`config.mk`:
```
export PLATFORM = sky130hd
export DESIGN_NAME = mclk_ratio_sync
export DESIGN_NICKNAME = d
export VERILOG_FILES = /design/src/rtl/mrs_pkg.sv /design/src/rtl/mrs_reset_seq.sv /design/src/rtl/mrs_frame_monitor.sv /design/src/rtl/mrs_rate_enable.sv /design/src/rtl/mclk_ratio_sync.sv
export SDC_FILE = /design/constraint.sdc
export NUM_CORES = 1
export LEC_CHECK = 0
export BUFFER_PORTS_ARGS = -buffer_cell sky130_fd_sc_hd__buf_4
export CORE_MARGIN = 2
export CORE_UTILIZATION = 55
export DETAILED_ROUTE_END_ITERATION = 7
export GPL_TIMING_DRIVEN = 1
export PLACE_DENSITY = 0.72
export SYNTH_ARGS = -nofsm -noshare
export SYNTH_HDL_FRONTEND = slang
export SYNTH_SLANG_ARGS = --single-unit
export TNS_END_PERCENT = 100
```
`constraint.sdc`:
```
create_clock -name mclk -period 4.6 [get_ports mclk]
set_clock_uncertainty 0.05 [all_clocks]
set_input_delay 0.69 -clock mclk [delete_from_list [all_inputs] [get_ports mclk]]
set_output_delay 0.69 -clock mclk [all_outputs]
set_load 0.02 [all_outputs]
```
`src/rtl/mrs_pkg.sv`:
```
package mrs_pkg;
  localparam int RATIO_MAX_LEN = 512;
  localparam int CNT_W = $clog2(4 * RATIO_MAX_LEN);

  typedef logic [CNT_W-1:0] len_t;
  typedef enum logic [1:0] {RC_NONE = 2'd0, RC_X1 = 2'd1, RC_X15 = 2'd2, RC_X2 = 2'd3} ratio_e;
  typedef enum logic [1:0] {S_HUNT, S_CONFIRM, S_ARMED, S_SYNC} mon_state_e;

  // nominal master clocks per word-clock period for each ratio code
  function automatic len_t nominal_len(ratio_e r);
    case (r)
      RC_X1:   return len_t'(256);
      RC_X15:  return len_t'(384);
      RC_X2:   return len_t'(RATIO_MAX_LEN);
      default: return '0;
    endcase
  endfunction

  function automatic len_t abs_diff(len_t a, len_t b);
    return (a > b) ? (a - b) : (b - a);
  endfunction

  function automatic ratio_e classify(len_t len, int tol);
    ratio_e hit = RC_NONE;
    if (abs_diff(len, nominal_len(RC_X1)) <= len_t'(tol))  hit = RC_X1;
    if (abs_diff(len, nominal_len(RC_X15)) <= len_t'(tol)) hit = RC_X15;
    if (abs_diff(len, nominal_len(RC_X2)) <= len_t'(tol))  hit = RC_X2;
    return hit;
  endfunction

  function automatic len_t drift_limit(int bits, int bit_len);
    return len_t'(bits * bit_len);
  endfunction

  // enable pattern position ph within the divide sequence
  function automatic logic rate_pattern(ratio_e r, logic [1:0] ph);
    case (r)
      RC_X1:   return 1'b1;
      RC_X15:  return ph != 2'd2;
      RC_X2:   return ph == 2'd0;
      default: return 1'b0;
    endcase
  endfunction

  function automatic logic [1:0] next_phase(ratio_e r, logic [1:0] ph);
    case (r)
      RC_X15:  return (ph == 2'd2) ? 2'd0 : ph + 2'd1;
      RC_X2:   return (ph == 2'd1) ? 2'd0 : 2'd1;
      default: return 2'd0;
    endcase
  endfunction
endpackage

```
`src/rtl/mrs_reset_seq.sv`:
```
module mrs_reset_seq #(
  parameter int INIT_CYCLES = 1024,
  parameter int ADC_FRAMES  = 4096
) (
  input  logic clk,
  input  logic hard_rst_n,
  input  logic frame_tick,
  output logic int_rst_n,
  output logic adc_ready
);
  localparam int IW = $clog2(INIT_CYCLES + 1);
  localparam int AW = $clog2(ADC_FRAMES + 1);

  logic [IW-1:0] init_cnt;
  logic [AW-1:0] adc_cnt;

  always_ff @(posedge clk or negedge hard_rst_n) begin
    if (!hard_rst_n) begin
      init_cnt  <= '0;
      int_rst_n <= 1'b0;
    end else if (!int_rst_n) begin
      if (init_cnt == IW'(INIT_CYCLES - 1)) int_rst_n <= 1'b1;
      else                                  init_cnt  <= init_cnt + 1'b1;
    end
  end

  // ADC hold counts word-clock frames after the internal reset lifts
  always_ff @(posedge clk or negedge int_rst_n) begin
    if (!int_rst_n) begin
      adc_cnt   <= '0;
      adc_ready <= 1'b0;
    end else if (frame_tick && !adc_ready) begin
      if (adc_cnt == AW'(ADC_FRAMES - 1)) adc_ready <= 1'b1;
      else                                adc_cnt   <= adc_cnt + 1'b1;
    end
  end
endmodule

```
`src/rtl/mrs_frame_monitor.sv`:
```
module mrs_frame_monitor
  import mrs_pkg::*;
#(
  parameter int MATCH_TOL  = 2,
  parameter int DRIFT_BITS = 5,
  parameter int BIT_W      = 8
) (
  input  logic   clk,
  input  logic   rst_n,
  input  logic   lrck,
  input  logic   bck,
  output logic   frame_tick,
  output ratio_e ratio,
  output logic   sync_ok,
  output logic   sync_lost
);
  logic             lr_q, bk_q, bit_tick, seen;
  len_t             per_cnt, meas, nom, lim, drift;
  logic [BIT_W-1:0] bc_cnt, bit_per;
  mon_state_e       state;
  ratio_e           cand, cls;
  logic             in_lock, too_far, overdue, drop;

  always_comb begin
    frame_tick = lrck & ~lr_q;
    bit_tick   = bck & ~bk_q;
    meas       = per_cnt + len_t'(1);
    nom        = nominal_len(ratio);
    lim        = drift_limit(DRIFT_BITS, int'(bit_per));
    drift      = abs_diff(meas, nom);
    cls        = classify(meas, MATCH_TOL);
    in_lock    = (state == S_ARMED) || (state == S_SYNC);
    too_far    = frame_tick && seen && (drift > lim);
    overdue    = !frame_tick && (meas > nom + lim);
    drop       = in_lock && (too_far || overdue);
  end

  always_ff @(posedge clk or negedge rst_n) begin
    if (!rst_n) begin
      lr_q      <= 1'b1;
      bk_q      <= 1'b1;
      per_cnt   <= '0;
      seen      <= 1'b0;
      bc_cnt    <= '0;
      bit_per   <= '0;
      state     <= S_HUNT;
      cand      <= RC_NONE;
      ratio     <= RC_NONE;
      sync_lost <= 1'b0;
    end else begin
      lr_q      <= lrck;
      bk_q      <= bck;
      sync_lost <= 1'b0;
      if (bit_tick) begin
        bit_per <= bc_cnt + 1'b1;
        bc_cnt  <= '0;
      end else if (bc_cnt != '1) begin
        bc_cnt <= bc_cnt + 1'b1;
      end
      if (frame_tick) begin
        per_cnt <= '0;
        seen    <= 1'b1;
      end else if (per_cnt != '1) begin
        per_cnt <= per_cnt + 1'b1;
      end
      if (drop) begin
        state     <= S_HUNT;
        cand      <= RC_NONE;
        ratio     <= RC_NONE;
        sync_lost <= 1'b1;
      end else if (frame_tick && seen) begin
        case (state)
          S_HUNT: if (cls != RC_NONE) begin
            cand  <= cls;
            state <= S_CONFIRM;
          end
          S_CONFIRM: begin
            if (cls != RC_NONE && cls == cand) begin
              ratio <= cls;
              state <= S_ARMED;
            end else if (cls != RC_NONE) begin
              cand <= cls;
            end else begin
              state <= S_HUNT;
            end
          end
          S_ARMED: state <= S_SYNC;
          default: state <= S_SYNC;
        endcase
      end
    end
  end

  assign sync_ok = (state == S_SYNC);
endmodule

```
`src/rtl/mrs_rate_enable.sv`:
```
module mrs_rate_enable
  import mrs_pkg::*;
(
  input  logic   clk,
  input  logic   rst_n,
  input  ratio_e ratio,
  output logic   en
);
  ratio_e     code_q;
  logic [1:0] phase, ph_eff;

  always_comb begin
    ph_eff = (ratio != code_q) ? 2'd0 : phase;
    en     = rate_pattern(ratio, ph_eff);
  end

  always_ff @(posedge clk or negedge rst_n) begin
    if (!rst_n) begin
      code_q <= RC_NONE;
      phase  <= 2'd0;
    end else begin
      code_q <= ratio;
      phase  <= next_phase(ratio, ph_eff);
    end
  end
endmodule

```
`src/rtl/mclk_ratio_sync.sv`:
```
module mclk_ratio_sync
  import mrs_pkg::*;
#(
  parameter int INIT_CYCLES = 1024,
  parameter int ADC_FRAMES  = 4096,
  parameter int MATCH_TOL   = 2,
  parameter int DRIFT_BITS  = 5,
  parameter int BIT_W       = 8
) (
  input  logic       mclk,
  input  logic       power_good,
  input  logic       rst_pin_n,
  input  logic       lrck,
  input  logic       bck,
  output logic [1:0] ratio_code,
  output logic       en_256fs,
  output logic       int_rst_n,
  output logic       dac_force_mid,
  output logic       adc_force_zero,
  output logic       sync_ok,
  output logic       sync_lost
);
  logic   hard_rst_n, frame_tick, adc_ready;
  ratio_e ratio_q;

  assign hard_rst_n = power_good & rst_pin_n;

  mrs_reset_seq #(.INIT_CYCLES(INIT_CYCLES), .ADC_FRAMES(ADC_FRAMES)) u_rst (
    .clk(mclk), .hard_rst_n(hard_rst_n), .frame_tick(frame_tick),
    .int_rst_n(int_rst_n), .adc_ready(adc_ready)
  );

  mrs_frame_monitor #(.MATCH_TOL(MATCH_TOL), .DRIFT_BITS(DRIFT_BITS), .BIT_W(BIT_W)) u_mon (
    .clk(mclk), .rst_n(int_rst_n), .lrck(lrck), .bck(bck),
    .frame_tick(frame_tick), .ratio(ratio_q), .sync_ok(sync_ok), .sync_lost(sync_lost)
  );

  mrs_rate_enable u_en (
    .clk(mclk), .rst_n(int_rst_n), .ratio(ratio_q), .en(en_256fs)
  );

  assign ratio_code     = ratio_q;
  assign dac_force_mid  = !int_rst_n || !sync_ok;
  assign adc_force_zero = dac_force_mid || !adc_ready;
endmodule

```
==> results of run 1 <==
==> area by class of cell <==
cell class              count  area [µm²]
fillers                   779        3490
repair buffers             29         221
clock buffers              11         131
multi-input cells         440        3370
inverters                  37         139
well taps                 129         161
flip-flops and latches     67        1690
clock inverters             5        40.0
==> state kept, by name (all words and copies together), names as in the netlist <==
signal,flops
u_rst.adc_cnt,13
u_mon.per_cnt,11
u_rst.init_cnt,11
u_mon.bc_cnt,8
u_mon.bit_per,8
u_en.code_q,2
u_en.phase,2
u_mon.cand,2
u_mon.ratio,2
u_mon.state,2
u_mon.bk_q,1
u_mon.lr_q,1
u_mon.seen,1
u_mon.sync_lost,1
u_rst.adc_ready,1
u_rst.int_rst_n,1
==> metrics by stage <==
step                std cells  area [µm²]  power, mW  utilization  TNS [ns]
floorplan                 560        5220       2.06            -         0
global placement          699        5490       2.40        0.594         0
detailed placement        699        5490       2.46        0.594    -0.307
CTS                       715        5670       2.93        0.614         0
global route              718        5750       3.29        0.622   -0.0979
finish                    718        5750       3.01        0.622         0
==> logic make-up after synthesis <==
family	count (synthesis)
flip-flops	67
multiplexers	4
adder cells (fa/ha/maj)	52
buffers and inverters	53
AO/OA/AOI/OAI	133
XOR/XNOR	63
AND/OR/NAND/NOR	188
==> worst min-delay path by stage <==
stage	to	from	slack, ns	cells past startpoint
after CTS	u_mon.bit_per[7]$_DFFE_PN0P_	u_rst.int_rst_n$_DFF_PN0_	0.27	0
after global routing	u_mon.bc_cnt[7]$_DFFE_PN0P_	u_rst.int_rst_n$_DFF_PN0_	0.33	0
after global placement	u_mon.bit_per[7]$_DFFE_PN0P_	u_rst.int_rst_n$_DFF_PN0_	0.26	0
final	u_mon.bit_per[7]$_DFFE_PN0P_	u_rst.int_rst_n$_DFF_PN0_	0.25	0
after detailed placement	u_mon.bit_per[7]$_DFFE_PN0P_	u_rst.int_rst_n$_DFF_PN0_	0.26	0
after floorplan	u_rst.adc_cnt[10]$_DFFE_PN0P_	u_rst.adc_cnt[10]$_DFFE_PN0P_	0.39	1
==> routing by layer <==
layer / vias to the layer above / track usage / part of all wire
met2: 137 / 0.401 / 0.48
met1: 2029 / 0.327 / 0.44
met5: - / 0 / 0
met4: 0 / 0.0988 / 0.028
li1: 2069 / - / -
met3: 42 / 0.0545 / 0.054
==> repair_timing <==
| action | in CTS | in global routing |
|---|---|---|
| pin swaps | 0 | 4 |
| cloned | 0 | 1 |
| endpoints found under the hold margin | 0 | 0 |
| setup endpoints to repair | 6 | 7 |
| setup buffers | 0 | 2 |
| gates resized for setup | 2 | 15 |
==> worst register-to-register path, cell delays in order, from the launching register on <==
cell and delay [ns]:
dfrtp_1 0.41, ha_1 0.29, ha_1 0.23, fa_1 0.42, a21oi_1 0.15, nor2_1 0.05
nor2_1 0.17, o21bai_1 0.11, a21oi_2 0.18, xnor2_2 0.15, ha_1 0.29, a21oi_1 0.18
xnor2_1 0.09, ha_1 0.37, nand4_1 0.18, nor3_4 0.23, nand4b_1 0.14, a41oi_2 0.21
buf_4 0.16, o31ai_1 0.07, a21oi_1 0.13
==> report_power, final <==
part / switching (mW) / internal, mW
sequential: 0.106 / 0.691
combinational: 1.03 / 0.745
clock: 0.247 / 0.200
==> placed cells by master, fill, tap and decap left out, drive strengths merged, types with 4 or more instances in the layout <==
cell | netlist | layout
a2111oi | 5 | 5
a211oi | 4 | 4
a21o | 8 | 8
a21oi | 33 | 33
a31oi | 6 | 6
and2 | 5 | 5
and3 | 11 | 11
and4 | 5 | 5
buf | 9 | 28
clkbuf | 7 | 11
clkinv | 1 | 5
dfrtp | 65 | 65
ha | 49 | 49
inv | 36 | 37
nand2 | 33 | 33
nand2b | 6 | 6
nand3 | 30 | 30
nand4 | 15 | 15
nor2 | 48 | 48
nor2b | 8 | 8
nor3 | 10 | 10
o211ai | 4 | 4
o21a | 5 | 5
o21ai | 31 | 31
o22ai | 4 | 4
xnor2 | 47 | 47
xor2 | 16 | 16
==> flow_summary.ini, run 1 <==
[critical_path]
reg2regPathDepth = 20
arrival_ns = 4.55
start_kind = flip-flop
crit_end = u_mon.ratio[1]$_DFFE_PN0P_
crit_buf_inv = 1
end_kind = flip-flop
crit_top_cell = ha_1
r2r_start = u_mon.bit_per[3]$_DFFE_PN0P_
critical_path_required_ns = 4.82
cp-startpoint = u_mon.bit_per[3]$_DFFE_PN0P_
path_cells = ha_1 > ha_1 > fa_1 > a21oi_1 > nor2_1 > nor2_1 > o21bai_1 > a21oi_2 > xnor2_2 > ha_1 > a21oi_1 > xnor2_1 > ha_1 > nand4_1 > nor3_4 > nand4b_1 > a41oi_2 > buf_4 > o31ai_1 > a21oi_1
crit_family = adder cells
crit_path_max_fanout = 3
r2r-end = u_mon.ratio[1]$_DFFE_PN0P_
crit_cells = 20
path_class = flip-flop to flip-flop
slowest_stage = dfrtp_1
r2r_setup_slack_ns = 0.27
crit_path_max_incr_delay_ns = 0.41

[clock_network]
cts_root_buffer = clkbuf_8
h-tree-depth = 3
cts_buffer_depth = 2
cts_tree = done
worstSkewPairLatency_ns = 0.36
clkTransAtPathRegs_ns = 0.08
cts_hold_buf = 0
cts_buffers = 9
clock_sinks = 67

[yosys]
yosys-top-cells-area = dfrtp_1 (31%), ha_1 (12%), xnor2_1 (7.4%)
synth_seq_cells = 67
synth_compound_area_frac = 0.185
yosys.area_share.simple = 0.197
synth_top_area_frac = 0.312
ys_warn_count = 0
synth.most_common_cell = dfrtp_1
synth_edf_count = 0
synth_top_family_by_area = simple AND/OR/NAND/NOR gates
synth_flop_cell = dfrtp_1
yosysUniqueCellTypes = 84
syn_area_per_cell_um2 = 9.32
yosysSeqAreaShare = 0.322
synth_area_leader_cell = dfrtp_1
yosys-mux-area-fraction = 0.00815
synth_common_cells = dfrtp_1 (65), ha_1 (49), nor2_1 (46), xnor2_1 (44)
syn-instance-count = 560
async_flop_share = 1.00
syn-num-nets = 617
synth_area_mm2 = 0.00522
synthXorXnorAreaFrac = 0.115
synth_fa_ha_area_frac = 0.129

[timing]
final_max_slew_viol_count = 0
setup_viol = 0
timing.final.crit_share = 0.941
max_slew_margin = 0.554
worst_slew_pin_slew_ns = 0.666
hold_slack_ns = 0.251
setup_ws_ns = 0.274
fin_crit_ns = 4.33
max_freq_ghz = 0.231
hold_viol_final = 0

[layout]
layout.nets = 641
num_antenna_cells = 0
drive_gt1_frac = 0.151
area_growth_pct = 10.2

[die]
die_h_um = 101
coreArea_mm2 = 0.00924
rows = 35
io_pins = 13
start_util = 0.565
dieArea_mm2 = 0.0103
die_w_um = 101

[detailed_routing]
dr_total_vias = 4277
post_drt_wl_per_cell_um = 16.7
viasPerCell = 5.96
wirelength_um = 12000
drt_iter0_drc = 268
dr.pass1.iters = 5
final_antenna_net_count = 0
route.detailed.drc = 0

[global_routing]
grt_pass1_vias = 4184
overflow = 0
antenna_found_initial = 0
grt_pass1_wl_um = 20100
grt_max_degree = 32
gr-usage-all-layers = 0.249

[place]
place_ws_ns = -0.131
io_buffer_count = 12
hpwl_um = 8860
place_congestion = 0.919

[job]
max-cap-violations = 0

[power_and_ir_drop]
p_leak_nw = 2.59
p_per_area_mw_per_mm2 = 524
peakVddDrop_uv = 343

[worst_hold_path]
hold_path.class = flip-flop to async pin

[status]
status = complete, no violations
(Power assumes the default switching activity.)
==> inputs of run 2 (changes only) <==
--- a/config.mk
+++ b/config.mk
@@ -6,6 +6,7 @@
 export NUM_CORES = 1
 export LEC_CHECK = 0
 export BUFFER_PORTS_ARGS = -buffer_cell sky130_fd_sc_hd__buf_4
+export CAP_MARGIN = 30
 export CORE_MARGIN = 2
 export CORE_UTILIZATION = 55
 export DETAILED_ROUTE_END_ITERATION = 7
==> constraint.sdc (replaced) <==
create_clock -name mclk -period 4.6 [get_ports mclk]
set_clock_uncertainty 0.05 [all_clocks]
set_input_delay 0.46 -clock mclk [delete_from_list [all_inputs] [get_ports mclk]]
set_output_delay 0.46 -clock mclk [all_outputs]
set_load 0.02 [all_outputs]
==> flow_summary.ini, run 2 (synthesis results as in run 1) <==
[status]
status = complete, no violations

[die]
io_pins = 13
die_h_um = 101
coreArea_mm2 = 0.00924
start_util = 0.565
dieArea_mm2 = 0.0103
die_w_um = 101
rows = 35

[global_routing]
gr-usage-all-layers = 0.247
grt_max_degree = 35
grt_pass1_vias = 4108
grt_pass1_wl_um = 20100
antenna_found_initial = 0
overflow = 0

[detailed_routing]
dr_total_vias = 4244
viasPerCell = 5.91
drt_iter0_drc = 245
post_drt_wl_per_cell_um = 16.4
final_antenna_net_count = 0
wirelength_um = 11800
dr.pass1.iters = 5
route.detailed.drc = 0

[power_and_ir_drop]
seqPwrFrac = 0.256
p_sw_frac = 0.448
p_per_area_mw_per_mm2 = 538
p_leak_nw = 2.61
combPwrFrac = 0.578
peakVddDrop_uv = 241
internal-power_mw = 1.71
p_clk_frac = 0.165
switchingPower_mw = 1.39

[place]
dp.cells = 699
place_ws_ns = 0.0128
io_buffer_count = 12
place_congestion = 0.926
hpwl_um = 8750

[layout]
multi_input_area_mm2 = 0.00336
regArea_mm2 = 0.00168
most-common-layout-cells = dfrtp_1 (61), ha_1 (49), nor2_1 (45), xnor2_1 (43), inv_1 (33)
final_cell_count_no_fill = 718
area_growth_pct = 10.4
reg.largest.list = u_rst.adc_cnt x13, u_mon.per_cnt x11, u_rst.init_cnt x11
top_register = u_rst.adc_cnt
layout_commonest_cell = dfrtp_1
drive_gt1_frac = 0.153
layout.nets = 641
largest_reg_flops = 13
fillers = 755
num_antenna_cells = 0

[worst_hold_path]
hold_path.class = input pin to async pin

[critical_path]
path_cells = ha_1 > ha_1 > a21o_1 > a21oi_1 > o21bai_1 > a21oi_1 > xnor2_1 > ha_1 > a21o_1 > a21oi_1 > xnor2_1 > ha_1 > nand4_1 > nor3_2 > nand4b_1 > a41oi_2 > inv_1 > a221oi_1
reg2regPathDepth = 18
crit_top_cell = ha_1
r2r_start = u_mon.bit_per[2]$_DFFE_PN0P_
r2r-end = u_mon.state[0]$_DFFE_PN0P_
slowest_stage = dfrtp_1
crit_buf_inv = 1
crit_path_max_incr_delay_ns = 0.41
critical_path_required_ns = 4.80
arrival_ns = 4.58
crit_path_max_fanout = 5
start_kind = flip-flop
r2r_setup_slack_ns = 0.22
path_class = flip-flop to flip-flop
end_kind = flip-flop
crit_family = compound AO/OA/AOI/OAI gates

[clock_network]
cts_tree = done
cts_root_buffer = clkbuf_8
clkTransAtPathRegs_ns = 0.08
clock_sinks = 67
h-tree-depth = 3
cts_buffer_depth = 2
cts_hold_buf = 0
worstSkewPairLatency_ns = 0.35
cts_buffers = 9

[timing]
max_freq_ghz = 0.228
hold_viol_final = 0
final_max_slew_viol_count = 0
fin_crit_ns = 4.38
worst_slew_pin_slew_ns = 0.653
setup_ws_ns = 0.223
hold_slack_ns = 0.109
tns_ns = 0
max_slew_margin = 0.563
timing.final.crit_share = 0.951
setup_viol = 0

[job]
max-cap-violations = 0
run 2: cell types whose count changed in the layout (fill, tap and decap cells not counted), sizes merged:
cell | before | now
clkinv | 5 | 2
inv | 37 | 40
clkbuf | 11 | 9
bufinv | 0 | 1
clkinvlp | 0 | 1
run 2: worst reg2reg max path: stages, from the launching register on:
cell	delay, ns
dfrtp_1	0.41
ha_1	0.35
ha_1	0.31
a21o_1	0.18
a21oi_1	0.21
o21bai_1	0.09
a21oi_1	0.24
xnor2_1	0.21
ha_1	0.29
a21o_1	0.18
a21oi_1	0.17
xnor2_1	0.09
ha_1	0.37
nand4_1	0.13
nor3_2	0.23
nand4b_1	0.17
a41oi_2	0.27
inv_1	0.12
a221oi_1	0.21
run 2: area by class of cell:
| class | count | share of cell area |
|---|---|---|
| multi-input cells | 440 | 0.582 |
| well taps | 129 | 0.0280 |
| flip-flops and latches | 67 | 0.292 |
| clock inverters | 7 | 0.0139 |
| repair buffers | 29 | 0.0384 |
| clock buffers | 9 | 0.0215 |
| inverters | 37 | 0.0241 |
run 2: timing repair:
item / CTS / global route
gates cloned: 0 / 1
pin swaps: 0 / 3
setup endpoints to repair: 1 / 7
buffers inserted: 0 / 2
resized for setup: 1 / 13
run 2: per-stage QoR:
step                cell area (µm²)  utilization  total power [mW]
finish                         5770        0.624              3.10
global route                   5770        0.624              3.36
CTS                            5700        0.617              2.99
detailed placement             5490        0.594              2.45
global placement               5490        0.594              2.40
floorplan                      5220            -              2.06
run 2: worst max path at each step:
stage,startpoint,to,cells past startpoint
floorplan,u_mon.per_cnt[0]$_DFFE_PN0P_,u_mon.state[0]$_DFFE_PN0P_,21
global placement,u_mon.bit_per[2]$_DFFE_PN0P_,u_mon.state[0]$_DFFE_PN0P_,18
detailed placement,u_mon.bit_per[2]$_DFFE_PN0P_,u_mon.state[0]$_DFFE_PN0P_,18
CTS,u_mon.bit_per[3]$_DFFE_PN0P_,u_mon.state[0]$_DFFE_PN0P_,19
global route,u_mon.per_cnt[0]$_DFFE_PN0P_,u_mon.state[0]$_DFFE_PN0P_,22
finish,u_mon.bit_per[2]$_DFFE_PN0P_,u_mon.state[0]$_DFFE_PN0P_,18
run 2: power by group through the flow:
stage	clock network, mW	registers (mW)	logic, mW
after detailed placement	0	0.803	1.64
after global routing	0.557	0.809	2.00
after global placement	0	0.798	1.60
final	0.513	0.795	1.79
after CTS	0.533	0.792	1.67
after floorplan	0	0.795	1.27
run 2: metal layers:
| metal | vias up | share of wire | track usage |
|---|---|---|---|
| li1 | 2065 | - | - |
| met1 | 2041 | 0.45 | 0.340 |
| met2 | 119 | 0.49 | 0.398 |
| met3 | 19 | 0.050 | 0.0421 |
| met4 | 0 | 0.014 | 0.0800 |
| met5 | - | 0 | 0 |
==> inputs of run 3 (changes only) <==
--- a/config.mk
+++ b/config.mk
@@ -7,11 +7,14 @@
 export LEC_CHECK = 0
 export BUFFER_PORTS_ARGS = -buffer_cell sky130_fd_sc_hd__buf_4
 export CAP_MARGIN = 30
+export CORE_ASPECT_RATIO = 0.6
 export CORE_MARGIN = 2
 export CORE_UTILIZATION = 55
+export CTS_CLUSTER_SIZE = 12
 export DETAILED_ROUTE_END_ITERATION = 7
 export GPL_TIMING_DRIVEN = 1
 export PLACE_DENSITY = 0.72
+export REMOVE_ABC_BUFFERS = 1
 export SYNTH_ARGS = -nofsm -noshare
 export SYNTH_HDL_FRONTEND = slang
 export SYNTH_SLANG_ARGS = --single-unit
==> flow_summary.ini, run 3 (synthesis results as in run 1) <==
[layout]
top_register = u_rst.adc_cnt
final_cell_area_mm2 = 0.00585
most-common-layout-cells = dfrtp_1 (64), ha_1 (48), nor2_1 (45), xnor2_1 (44), inv_1 (33)
num_antenna_cells = 0
drive_gt1_frac = 0.145
reg.largest.list = u_rst.adc_cnt x13, u_mon.per_cnt x11, u_rst.init_cnt x11
area_growth_pct = 12.1
largest_reg_flops = 13
layout_commonest_cell = dfrtp_1
layout.nets = 640
fillers = 779

[critical_path]
critical_path_required_ns = 4.78
crit_path_max_fanout = 14
path_class = flip-flop to flip-flop
start_kind = flip-flop
r2r-end = u_mon.state[0]$_DFFE_PN0P_
end_kind = flip-flop
reg2regPathDepth = 22
r2r_start = u_mon.per_cnt[0]$_DFFE_PN0P_
r2r_setup_slack_ns = 0.20
arrival_ns = 4.58

[detailed_routing]
post_drt_wl_per_cell_um = 16.9
met1_length_um = 6050
wl_met3_um = 1060
dr.pass1.iters = 4
final_antenna_net_count = 0
viasPerCell = 5.98
met2_length_um = 4930
route.detailed.drc = 0
dr_total_vias = 4292
wirelength_um = 12100
drt_iter0_drc = 326
dr.max_layer_used = met4

[clock_network]
clock_sinks = 67
cts_root_buffer = clkbuf_16
h-tree-depth = 3
cts_buffer_depth = 2
clkTransAtPathRegs_ns = 0.06
worstSkewPairLatency_ns = 0.33
cts_buffers = 9
cts_tree = done

[die]
io_pins = 13
die_w_um = 130
coreArea_mm2 = 0.00919
rows = 27
dieArea_mm2 = 0.0103
die_h_um = 79.5
start_util = 0.568

[global_routing]
gr-usage-all-layers = 0.253
grt_max_degree = 47
overflow = 0
grt_pass1_vias = 3994
antenna_found_initial = 0
grt_pass1_wl_um = 20200

[power_and_ir_drop]
p_sw_frac = 0.428
seqPwrFrac = 0.247
combPwrFrac = 0.535
peakVddDrop_uv = 292
p_clk_frac = 0.218
p_leak_nw = 2.64
p_per_area_mw_per_mm2 = 553
internal-power_mw = 1.85
switchingPower_mw = 1.38

[timing]
timing.final.crit_share = 0.957
max_slew_margin = 0.597
worst_slew_pin_slew_ns = 0.602
fin_crit_ns = 4.40
hold_slack_ns = 0.121
final_max_slew_viol_count = 0
hold_viol_final = 0
max_freq_ghz = 0.227
setup_viol = 0

[place]
io_buffer_count = 12
place_congestion = 0.946
dpl_cell_area_mm2 = 0.00549
hpwl_um = 9280

[job]
max-cap-violations = 0

[status]
status = complete, no violations

[worst_hold_path]
hold_path.class = flip-flop to async pin
-- run 3: cell types whose count changed in the layout (fill, tap and decap cells not counted), moves of 2 or more --
cell | previous run | this run
clkbuf_16 | 0 | 9
clkbuf_8 | 9 | 1
dfrtp_1 | 61 | 64
dfrtp_2 | 4 | 1
inv_6 | 3 | 1
-- run 3: layer usage --
layer  global-route usage  vias up
li1                     -     2076
met1                0.386     2061
met2                0.348      148
met3               0.0771        7
met4               0.0548        0
met5                    0        -
-- run 3: area by class of cell --
type                       count  area [µm²]  share of cell area
clock inverter                 6        63.8              0.0109
inverter                      37         139              0.0237
multi-input combinational    440        3350               0.572
tap                          130         163              0.0278
clock buffer                  10         239              0.0408
timing repair buffer          28         218              0.0372
sequential                    67        1680               0.287
-- run 3: through the flow --
step,setup WS (ns),utilization,std cells,power (mW),TNS (ns)
6_report,0.200,0.637,718,3.24,0
5_1_grt,-0.0162,0.637,718,3.48,-0.0162
4_1_cts,0.00471,0.632,717,3.20,0
3_5_place_dp,-0.0760,0.598,701,2.46,-0.0760
3_3_place_gp,0.0482,0.598,701,2.42,0
2_1_floorplan,-0.730,-,544,2.02,-4.42
-- run 3: power groups by stage --
stage / registers, mW / clock network [mW] / logic (mW)
after floorplan: 0.832 / 0 / 1.19
final: 0.799 / 0.707 / 1.73
after CTS: 0.795 / 0.720 / 1.68
after detailed placement: 0.804 / 0 / 1.66
after global placement: 0.799 / 0 / 1.62
after global routing: 0.813 / 0.752 / 1.91
-- run 3: worst max-delay path by stage --
| stage | startpoint | to | slack (ns) | cells past startpoint |
|---|---|---|---|---|
| 3_5_place_dp | u_mon.bit_per[2]$_DFFE_PN0P_ | u_mon.state[0]$_DFFE_PN0P_ | -0.08 | 18 |
| 3_3_place_gp | u_mon.bit_per[3]$_DFFE_PN0P_ | u_mon.state[0]$_DFFE_PN0P_ | 0.05 | 19 |
| 4_1_cts | u_mon.bit_per[3]$_DFFE_PN0P_ | u_mon.state[0]$_DFFE_PN0P_ | 0.005 | 19 |
| 2_1_floorplan | u_mon.per_cnt[0]$_DFFE_PN0P_ | u_mon.state[0]$_DFFE_PN0P_ | -0.73 | 18 |
| 5_1_grt | u_mon.per_cnt[7]$_DFFE_PN0P_ | u_mon.state[0]$_DFFE_PN0P_ | -0.02 | 20 |
| 6_report | u_mon.per_cnt[0]$_DFFE_PN0P_ | u_mon.state[0]$_DFFE_PN0P_ | 0.20 | 22 |
-- run 3: repair_timing --
item,CTS,global route
hold buffers,0,0
endpoints found under the setup margin,5,7
pin swaps,0,2
buffers inserted,0,1
gates cloned,0,0
endpoints found under the hold margin,0,0
gates resized for setup,1,11
-- run 3: worst max-delay path, cell delays in order, from the launching register on --
cell and delay (ns):
dfrtp_1 0.38, ha_1 0.24, nand3_1 0.14, nor2_4 0.17, xor2_4 0.15, buf_4 0.18, inv_2 0.07, fa_1 0.47
inv_1 0.07, a21oi_1 0.07, o21ai_0 0.16, buf_4 0.22, nor2_1 0.07, xnor2_1 0.12, ha_1 0.30, nor2b_1 0.13
o21ai_0 0.16, a21oi_1 0.08, o31ai_1 0.27, a21oi_1 0.16, a41oi_2 0.30, inv_1 0.13, a221oi_1 0.22
